<file path="src/rtl/wpt_pkg.sv">
package wpt_pkg;

  // Signed distance of a counter value from an alignment point, folded
  // into the half-open range [-len/2, len/2).
  function automatic int wrap_err(input int value, input int align, input int len);
    int d;
    d = value - align;
    if (d >= len / 2)
      d = d - len;
    else if (d < -(len / 2))
      d = d + len;
    return d;
  endfunction

  function automatic int abs_int(input int v);
    return (v < 0) ? -v : v;
  endfunction

endpackage

</file>
<file path="src/rtl/wpt_sync.sv">
module wpt_sync #(
  parameter int STAGES = 2
) (
  input  logic clk,
  input  logic rst,
  input  logic async_in,
  output logic rise
);
  logic [STAGES-1:0] chain;
  logic              last;

  always_ff @(posedge clk) begin
    if (rst) begin
      chain <= '0;
      last  <= 1'b0;
    end else begin
      chain <= {chain[STAGES-2:0], async_in};
      last  <= chain[STAGES-1];
    end
  end

  assign rise = chain[STAGES-1] & ~last;
endmodule

</file>
<file path="src/rtl/wpt_phase_cmp.sv">
module wpt_phase_cmp
  import wpt_pkg::*;
#(
  parameter int FRAME_LEN = 256,
  parameter int ALIGN     = 1,
  parameter int CNT_W     = $clog2(FRAME_LEN)
) (
  input  logic [CNT_W-1:0] cnt,
  input  logic             wide_mode,
  input  logic             locked,
  output logic             outside
);
  localparam int TOL_WIDE   = (3 * FRAME_LEN) / 8;
  localparam int TOL_NARROW = 1;

  int err_mag;

  always_comb begin
    err_mag = abs_int(wrap_err(int'(cnt), ALIGN, FRAME_LEN));
    if (!locked)
      outside = 1'b1;
    else if (wide_mode)
      outside = (err_mag > TOL_WIDE);
    else
      outside = (err_mag > TOL_NARROW);
  end
endmodule

</file>
<file path="src/rtl/wpt_frame_ctr.sv">
module wpt_frame_ctr #(
  parameter int FRAME_LEN = 256,
  parameter int LOAD_VAL  = 2,
  parameter int CNT_W     = $clog2(FRAME_LEN)
) (
  input  logic             clk,
  input  logic             rst,
  input  logic             start_edge,
  input  logic             outside,
  output logic [CNT_W-1:0] cnt,
  output logic             locked,
  output logic             strobe,
  output logic             resync
);
  localparam logic [CNT_W-1:0] LAST = CNT_W'(FRAME_LEN - 1);
  localparam logic [CNT_W-1:0] LOAD = CNT_W'(LOAD_VAL);

  logic             realign;
  logic             locked_nx;
  logic [CNT_W-1:0] cnt_nx;

  always_comb begin
    realign   = start_edge & outside;
    locked_nx = locked | start_edge;
    if (realign)
      cnt_nx = LOAD;
    else if (!locked)
      cnt_nx = '0;
    else if (cnt == LAST)
      cnt_nx = '0;
    else
      cnt_nx = cnt + 1'b1;
  end

  always_ff @(posedge clk) begin
    if (rst) begin
      cnt    <= '0;
      locked <= 1'b0;
      strobe <= 1'b0;
      resync <= 1'b0;
    end else begin
      cnt    <= cnt_nx;
      locked <= locked_nx;
      strobe <= locked_nx && (cnt_nx == '0);
      resync <= realign;
    end
  end
endmodule

</file>
<file path="src/rtl/wclk_phase_tracker.sv">
module wclk_phase_tracker #(
  parameter int FRAME_LEN   = 256,
  parameter int SYNC_STAGES = 2,
  parameter int CNT_W       = $clog2(FRAME_LEN)
) (
  input  logic             clk,
  input  logic             rst,
  input  logic             wclk_in,
  input  logic             wide_mode,
  output logic [CNT_W-1:0] frame_cnt,
  output logic             frame_strobe,
  output logic             locked,
  output logic             resync
);
  // Counter value seen during the detection cycle when in step, and the
  // value it must hold one clock later.
  localparam int ALIGN_VAL = SYNC_STAGES - 1;
  localparam int LOAD_VAL  = SYNC_STAGES;

  logic start_edge;
  logic outside;

  wpt_sync #(.STAGES(SYNC_STAGES)) sync_i (
    .clk      (clk),
    .rst      (rst),
    .async_in (wclk_in),
    .rise     (start_edge)
  );

  wpt_phase_cmp #(.FRAME_LEN(FRAME_LEN), .ALIGN(ALIGN_VAL), .CNT_W(CNT_W)) cmp_i (
    .cnt       (frame_cnt),
    .wide_mode (wide_mode),
    .locked    (locked),
    .outside   (outside)
  );

  wpt_frame_ctr #(.FRAME_LEN(FRAME_LEN), .LOAD_VAL(LOAD_VAL), .CNT_W(CNT_W)) ctr_i (
    .clk        (clk),
    .rst        (rst),
    .start_edge (start_edge),
    .outside    (outside),
    .cnt        (frame_cnt),
    .locked     (locked),
    .strobe     (frame_strobe),
    .resync     (resync)
  );
endmodule

</file>
<file path="config.mk">
export PLATFORM = sky130hd
export DESIGN_NAME = wclk_phase_tracker
export DESIGN_NICKNAME = d
export VERILOG_FILES = /design/src/rtl/wpt_pkg.sv /design/src/rtl/wpt_sync.sv /design/src/rtl/wpt_phase_cmp.sv /design/src/rtl/wpt_frame_ctr.sv /design/src/rtl/wclk_phase_tracker.sv
export SDC_FILE = /design/constraint.sdc
export NUM_CORES = 1
export LEC_CHECK = 0
export BUFFER_PORTS_ARGS = -buffer_cell sky130_fd_sc_hd__buf_2
export CAP_MARGIN = 25
export CORE_UTILIZATION = 60
export CTS_BUF_LIST = sky130_fd_sc_hd__clkbuf_16
export DETAILED_ROUTE_END_ITERATION = 8
export PLACE_DENSITY = 0.83
export SETUP_SLACK_MARGIN = 0.3
export SLEW_MARGIN = 25
export SYNTH_ARGS = -nofsm -noshare
export SYNTH_HDL_FRONTEND = slang
export SYNTH_HIERARCHICAL = 1
export SYNTH_SLANG_ARGS = --single-unit
</file>
<file path="constraint.sdc">
create_clock -name clk -period 5.8 [get_ports clk]
set_input_delay 0.29 -clock clk [delete_from_list [all_inputs] [get_ports clk]]
set_output_delay 0.29 -clock clk [all_outputs]
set_load 0.1 [all_outputs]
</file>
==> impl_metrics.csv, run 1 <==
group,metric,value,unit
outcome,outcome,"completed",
flow_run,drv_cap,0,
grt,track_usage,31.3,%
setup_path,worst_setup_path_start_kind,"flip-flop",
power,power.density,215,nW/um2
final_layout,diodes,0,
synth,synth_area_per_cell,7.99,um2
final_layout,fin_nets,160,
detailed_routing,wire_per_inst,16.4,um
timing,period_needed,3.48,ns
detailed_routing,dr_wl_met2,1490,um
worst_hold_path,hp-start,"wclk_in",
floorplanning,rows,15,
detailed_routing,num_vias,1150,
timing,fin_worst_skew,0.000988,ns
detailed_routing,first_pass_iters,4,
floorplanning,die_y,45.2,um
detailed_routing,dr.first_iter.drc_count,59,
detailed_routing,totalWireLength,2900,um
timing,timing.fmax,287,MHz
setup_path,path_class,"reg -> reg",
power,pwr-share-clk,47.4,%
grt,overflow,0,
clock_tree,cts_tree,"built",
synth,syn_inst,140,
detailed_routing,route.detailed.drc,0,
clock_tree,post_cts_buffers,0,
timing,report.final.slew_viol_count,0,
clock_tree,cts_sinks,14,
placed_design,post-dp-hpwl,1980,um
clock_tree,cts-root-buf,"clkbuf_16",
grt,antenna_found_initial,0,
synth,ys_seq_elements,14,
grt,grt_pass1_vias,967,
clock_tree,cts_resized,0,
setup_path,r2r.worst_path.cells,12,
synth,synth_top_flop_cell,"dfxtp_1",
power,irDropWorstVdd,211,uV
clock_tree,insertion_delay,0.24,ns
clock_tree,hold_buffers,0,
final_layout,areaGrowthSynthToFinish,11.6,%
synth,yosysWarnings,6,
worst_hold_path,whs_endpoint,"sync_i/chain[0]$_SDFF_PP0_",
synth,synth_cell_type_count,51,
clock_tree,cts_inserted_buffers,3,
detailed_routing,drt-met1-wl,1160,um
floorplanning,ioPinCount,15,
floorplanning,core_area,1750,um2
worst_hold_path,hold_path_class,"in -> reg",
grt,grt_pass1_wl,4620,um
detailed_routing,antenna_left,0,
power,pwr-share-seq,37.9,%
worst_hold_path,min_path_cells,2,
setup_path,crit_fanout,17,
detailed_routing,wl_met3,174,um
grt,grt_max_degree,19,
placed_design,portBuffers,14,
timing,slew_headroom,46.0,%
setup_path,r2r_start,"ctr_i/cnt[0]$_SDFF_PP0_",
synth,synthesis.nets,147,
timing,fin_setup_tns,0,ns
clock_tree,cts_buffer_depth,2,
synth,ys_async_sr_fraction,0,%
placed_design,gp_congestion,0.982,
timing,rsz0062_at_grt,"no",
synth,ys_seq_area_share,25.1,%
power,netSwitchingFraction,24.6,%
synth,syn_area,1120,um2
floorplanning,dieArea,2040,um2
detailed_routing,top_layer_used,"met4",
timing,worst_pin_slew,0.803,ns
power,p_sw,0.0661,mW
clock_tree,h-tree-depth,1,
power,combPwrFrac,14.8,%
final_layout,fin_util,71.5,%
power,total_leakage_power,0.492,nW
setup_path,r2r_slack,2.32,ns
clock_tree,path_clk_slew,0.04,ns
power,power,0.268,mW
setup_path,cp-end-kind,"flip-flop",
timing,hold_viol,0,
power,power.internal,0.202,mW
synth,synth_edf_count,0,
setup_path,cp.required,5.94,ns
detailed_routing,via_per_inst,6.50,
setup_path,worstReg2RegEnd,"ctr_i/strobe$_SDFF_PP0_",
timing,finalCritPeriodShare,60.0,%
floorplanning,initial_core_util,64.1,%
final_layout,drive_above_1_share,17.1,%
floorplanning,die_w,45.2,um
setup_path,critPathArrivalTime,3.62,ns
timing,setup_viol,0,
[power groups by stage]
stage / clock (mW) / sequential [mW] / combinational [mW]
after CTS: 0.130 / 0.102 / 0.0388
after detailed placement: 0 / 0.103 / 0.0384
after global routing: 0.134 / 0.102 / 0.0423
after global placement: 0 / 0.103 / 0.0376
final: 0.127 / 0.102 / 0.0396
after floorplan: 0 / 0.113 / 0.0206
[critical path: stages, from the launching register on]
cell and delay, ns:
dfxtp_1 0.65, inv_1 0.15, ha_1 0.30, xnor2_1 0.44, nand2_1 0.20, a211o_1 0.33, a221oi_2 0.24, o221ai_1 0.14
a32oi_1 0.22, nand2_1 0.14, nand2_1 0.20, a311oi_1 0.08, a311oi_1 0.29
[metal layers]
layer  track usage (%)  vias up
met4              15.8        0
li1                  -      547
met5                 0        -
met3              2.80       11
met2              50.1       59
met1              41.9      533
[kinds of logic after synthesis]
family	share of synthesized area, %
buffers and inverters	5.48
flip-flops	25.1
AO/OA/AOI/OAI	23.8
adder cells (fa/ha/maj)	3.36
AND/OR/NAND/NOR	31.3
XOR/XNOR	11.0
[layout make-up]
cell class / instances / area, um2
Multi-Input combinational cell: 117 / 777
Fill cell: 149 / 497
Sequential cell: 14 / 280
Clock buffer: 3 / 75.1
Timing Repair Buffer: 14 / 70.1
Tap cell: 25 / 31.3
Inverter: 3 / 11.3
Clock inverter: 1 / 3.75
[synth_stat cells (2+ instances only)]
| library cell | number | area [um2] |
|---|---|---|
| xnor2_1 | 7 | 61.3 |
| nor4_1 | 3 | 18.8 |
| nor2_1 | 19 | 71.3 |
| xor2_1 | 7 | 61.3 |
| nand2b_1 | 2 | 12.5 |
| dfxtp_1 | 14 | 280 |
| nand4_1 | 2 | 12.5 |
| nand3_1 | 7 | 35.0 |
| a21oi_1 | 5 | 25.0 |
| nand2_1 | 11 | 41.3 |
| nor2b_1 | 3 | 18.8 |
| o21ai_0 | 3 | 15.0 |
| a32oi_1 | 2 | 17.5 |
| buf_6 | 3 | 33.8 |
| nand3_2 | 2 | 20.0 |
| ha_1 | 3 | 37.5 |
| a31oi_1 | 2 | 12.5 |
| or3_1 | 2 | 12.5 |
| inv_1 | 3 | 11.3 |
| nor3_1 | 7 | 35.0 |
| a22oi_1 | 2 | 15.0 |
| a311oi_1 | 2 | 17.5 |
[metrics by stage]
| stage | hold WS (ns) | cells | instance area, um2 | setup slack [ns] |
|---|---|---|---|---|
| 3_5_place_dp | 0.431 | 173 | 1170 | 2.44 |
| 4_1_cts | 0.292 | 177 | 1250 | 2.41 |
| 2_1_floorplan | 0.362 | 140 | 1120 | 2.03 |
| 3_3_place_gp | 0.421 | 173 | 1170 | 2.59 |
| 6_report | 0.287 | 177 | 1250 | 2.32 |
| 5_1_grt | 0.290 | 177 | 1250 | 2.04 |
[state kept, by name, indices dropped and copies added, names as in the netlist]
name          count
ctr_i/locked      1
sync_i/last       1
sync_i/chain      2
ctr_i/strobe      1
ctr_i/cnt         8
ctr_i/resync      1
[layout by cell type, fill, tap and decap left out, drive strengths merged, types with 2 or more instances in the layout]
| cell type | instances |
|---|---|
| a21oi | 6 |
| a22oi | 2 |
| a311oi | 2 |
| a31oi | 2 |
| a32oi | 2 |
| buf | 14 |
| clkbuf | 3 |
| dfxtp | 14 |
| ha | 3 |
| inv | 3 |
| nand2 | 11 |
| nand2b | 2 |
| nand3 | 9 |
| nand4 | 2 |
| nor2 | 19 |
| nor2b | 4 |
| nor3 | 7 |
| nor4 | 4 |
| o21ai | 4 |
| or3 | 3 |
| xnor2 | 7 |
| xor2 | 7 |
[worst max-delay path by stage]
| stage | start | end | slack (ns) | cells after the start |
|---|---|---|---|---|
| after global placement | ctr_i/cnt[0]$_SDFF_PP0_ | ctr_i/cnt[7]$_SDFF_PP0_ | 2.59 | 12 |
| after detailed placement | ctr_i/cnt[0]$_SDFF_PP0_ | ctr_i/cnt[3]$_SDFF_PP0_ | 2.44 | 12 |
| after CTS | ctr_i/cnt[0]$_SDFF_PP0_ | ctr_i/strobe$_SDFF_PP0_ | 2.41 | 12 |
| after global routing | ctr_i/cnt[0]$_SDFF_PP0_ | ctr_i/cnt[3]$_SDFF_PP0_ | 2.04 | 12 |
| after floorplan | ctr_i/cnt[0]$_SDFF_PP0_ | ctr_i/cnt[3]$_SDFF_PP0_ | 2.03 | 12 |
| final | ctr_i/cnt[0]$_SDFF_PP0_ | ctr_i/strobe$_SDFF_PP0_ | 2.32 | 12 |
No activity file was read; power rests on OpenSTA's default activity.
==> run 2: changes to the inputs <==
ABC_AREA = 1   (was unset)
CORE_UTILIZATION = 50   (was 60)
PLACE_DENSITY = 0.74   (was 0.83)
clock period = 3.1 ns   (was 5.8 ns; I/O delays follow)
==> impl_metrics.csv, run 2 <==
group,metric,value,unit
power,power,0.519,mW
synth,ys_seq_elements,14,
synth,ys_seq_area_share,26.1,%
placed_design,gp_congestion,0.863,
synth,synth_commonest_cells,"nand2_1 (56), inv_1 (26), nor2_1 (23)",
grt,grt_pass1_wl,4100,um
final_layout,reg_top3,"ctr_i/cnt (8), sync_i/chain (2)",
final_layout,areaGrowthSynthToFinish,17.4,%
clock_tree,cts_inserted_buffers,3,
floorplanning,die_w,48.3,um
timing,report.final.slew_viol_count,0,
grt,track_usage,21.7,%
clock_tree,cts_tree,"built",
setup_path,crit_fanout,8,
synth,ys_async_sr_fraction,0,%
detailed_routing,first_pass_iters,4,
grt,gr-max-usage-layer,"met2",
setup_path,worst_setup_path_start_kind,"flip-flop",
detailed_routing,route.detailed.drc,0,
floorplanning,initial_core_util,54.2,%
synth,synth_top_area_share,26.1,%
grt,antenna_found_initial,0,
detailed_routing,num_vias,1124,
grt,grtUsageMet2,40.6,%
synth,syn_area,1070,um2
synth,yosysWarnings,6,
synth,synth_cell_type_count,26,
detailed_routing,via_per_inst,5.09,
setup_path,path_class,"reg -> reg",
outcome,outcome,"completed",
final_layout,largest_reg_flops,8,
final_layout,drive_above_1_share,20.6,%
synth,synth_edf_count,0,
power,total_leakage_power,0.661,nW
grt,grt_pass1_vias,1022,
clock_tree,cts_sinks,14,
synth,syn_inst,177,
final_layout,diodes,0,
grt,grt_max_degree,14,
power,power.density,412,nW/um2
detailed_routing,dr.first_iter.drc_count,21,
timing,fin_setup_tns,0,ns
clock_tree,post_cts_buffers,0,
floorplanning,rows,16,
detailed_routing,totalWireLength,2470,um
detailed_routing,wire_per_inst,11.2,um
synth,yosysMostFrequentCell,"nand2_1",
placed_design,placed_area,1180,um2
final_layout,final_common_cell,"nand2_1",
final_layout,regMostFlops,"ctr_i/cnt",
floorplanning,die_y,48.3,um
timing,timing.fmax,396,MHz
grt,use_met1,25.1,%
worst_hold_path,min_path_cells,3,
timing,setup_viol,0,
timing,period_needed,2.52,ns
timing,hold_viol,0,
timing,finalCritPeriodShare,81.4,%
setup_path,r2r.worst_path.cells,20,
placed_design,portBuffers,14,
timing,rsz0062_at_grt,"no",
synth,synth_area_per_cell,6.07,um2
final_layout,fin_nets,202,
synth,synth_area_leaders,"dfxtp_1 (26%), nand2_1 (20%), inv_1 (9.1%), nor2_1 (8.0%), nand3_1 (7.0%)",
grt,overflow,0,
detailed_routing,antenna_left,0,
floorplanning,core_area,1980,um2
clock_tree,insertion_delay,0.24,ns
clock_tree,hold_buffers,0,
flow_run,drv_cap,0,
clock_tree,path_clk_slew,0.05,ns
grt,use_met3,3.77,%
clock_tree,cts_buffer_depth,2,
timing,slew_headroom,67.7,%
timing,worst_pin_slew,0.488,ns
synth,synth_top_area_cell,"dfxtp_1",
timing,fin_worst_skew,0.00511,ns
floorplanning,ioPinCount,15,
final_layout,num-fill-cells,193,
clock_tree,h-tree-depth,1,
clock_tree,cts-root-buf,"clkbuf_16",
synth,synthesis.nets,184,
final_layout,most-common-layout-cells,"nand2_1 (56), inv_1 (26), nor2_1 (23), nand3_1 (15), buf_2 (14)",
placed_design,post-dp-hpwl,1850,um
final_layout,finish.instance_area,1260,um2
floorplanning,dieArea,2340,um2
setup_path,cp.required,3.24,ns
timing,setup_slack,0.578,ns
synth,synth_top_flop_cell,"dfxtp_1",
power,irDropWorstVdd,644,uV
worst_hold_path,hold_path_class,"in -> reg",
placed_design,dpl_worst_slack,0.536,ns
setup_path,critPathArrivalTime,2.67,ns
setup_path,cp-end-kind,"flip-flop",
run 2: cell types whose count changed after synthesis, moves of 5 or more:
cell,delta
nand3_1,+8
nand2_1,+45
inv_1,+23
nor2_2,+5
xnor2_1,-6
run 2: worst paths after layout:
path                               from                    endpoint  slack [ns]
max reg2reg     ctr_i/cnt[0]$_SDFF_PP0_     ctr_i/strobe$_SDFF_PP0_        0.58
min reg2reg  sync_i/chain[0]$_SDFF_PP0_  sync_i/chain[1]$_SDFF_PP0_        0.42
max             ctr_i/cnt[0]$_SDFF_PP0_     ctr_i/strobe$_SDFF_PP0_        0.58
min                             wclk_in  sync_i/chain[0]$_SDFF_PP0_        0.13
run 2: what timing repair did:
action,CTS,global route
resized for setup,0,2
hold endpoints to repair,0,0
endpoints found under the setup margin,0,2
run 2: routing by layer:
| metal | up-vias | wire (um) |
|---|---|---|
| met5 | - | 0 |
| met4 | 0 | 27 |
| met3 | 4 | 84 |
| met2 | 23 | 1220 |
| met1 | 516 | 1130 |
| li1 | 581 | - |
run 2: cells by family (layout without fill, tap and decap cells):
family,Yosys count,count (layout),synth area share [%]
simple gates,119,119,52.4
flops,14,14,26.1
buf+inv,30,47,10.6
xor+xnor,4,4,3.26
compound gates,7,7,4.08
fa+ha+maj,3,3,3.50
run 2: cell type report:
cell class              count  area, um2  share of cell area [%]
clock buffers               3       75.1                    5.96
clock inverters             1       3.75                   0.298
inverters                  29        111                    8.84
multi-input cells         133        679                    53.9
flip-flops and latches     14        287                    22.7
well taps                  27       33.8                    2.68
repair buffers             14       70.1                    5.56
run 2: worst max-delay path, stage by stage, from the launching register on:
cell,delay (ns)
dfxtp_4,0.40
inv_4,0.07
ha_1,0.32
nand2_1,0.06
nand3b_1,0.19
nor2_1,0.16
nand2_1,0.11
nand3_1,0.08
nand2_1,0.07
nor2_1,0.08
nand3_1,0.08
nand2_1,0.07
nand3_1,0.07
nand2_1,0.10
nand2_1,0.11
inv_1,0.11
nand2_4,0.07
inv_2,0.08
nand3_2,0.08
nand3_1,0.09
nor2_1,0.04
run 2: power by group:
group	leakage (nW)	switching (mW)	internal [mW]
Combinational	0.507	0.0608	0.0251
Clock	0.0385	0.0751	0.171
Sequential	0.115	0.00368	0.184
run 2: per-stage QoR:
stage               hold WS (ns)  cells  utilization, %
floorplan                  0.226    177               -
global placement           0.363    217            59.3
detailed placement         0.389    217            59.3
CTS                        0.134    221            63.3
global route               0.145    221            63.6
finish                     0.131    221            63.6
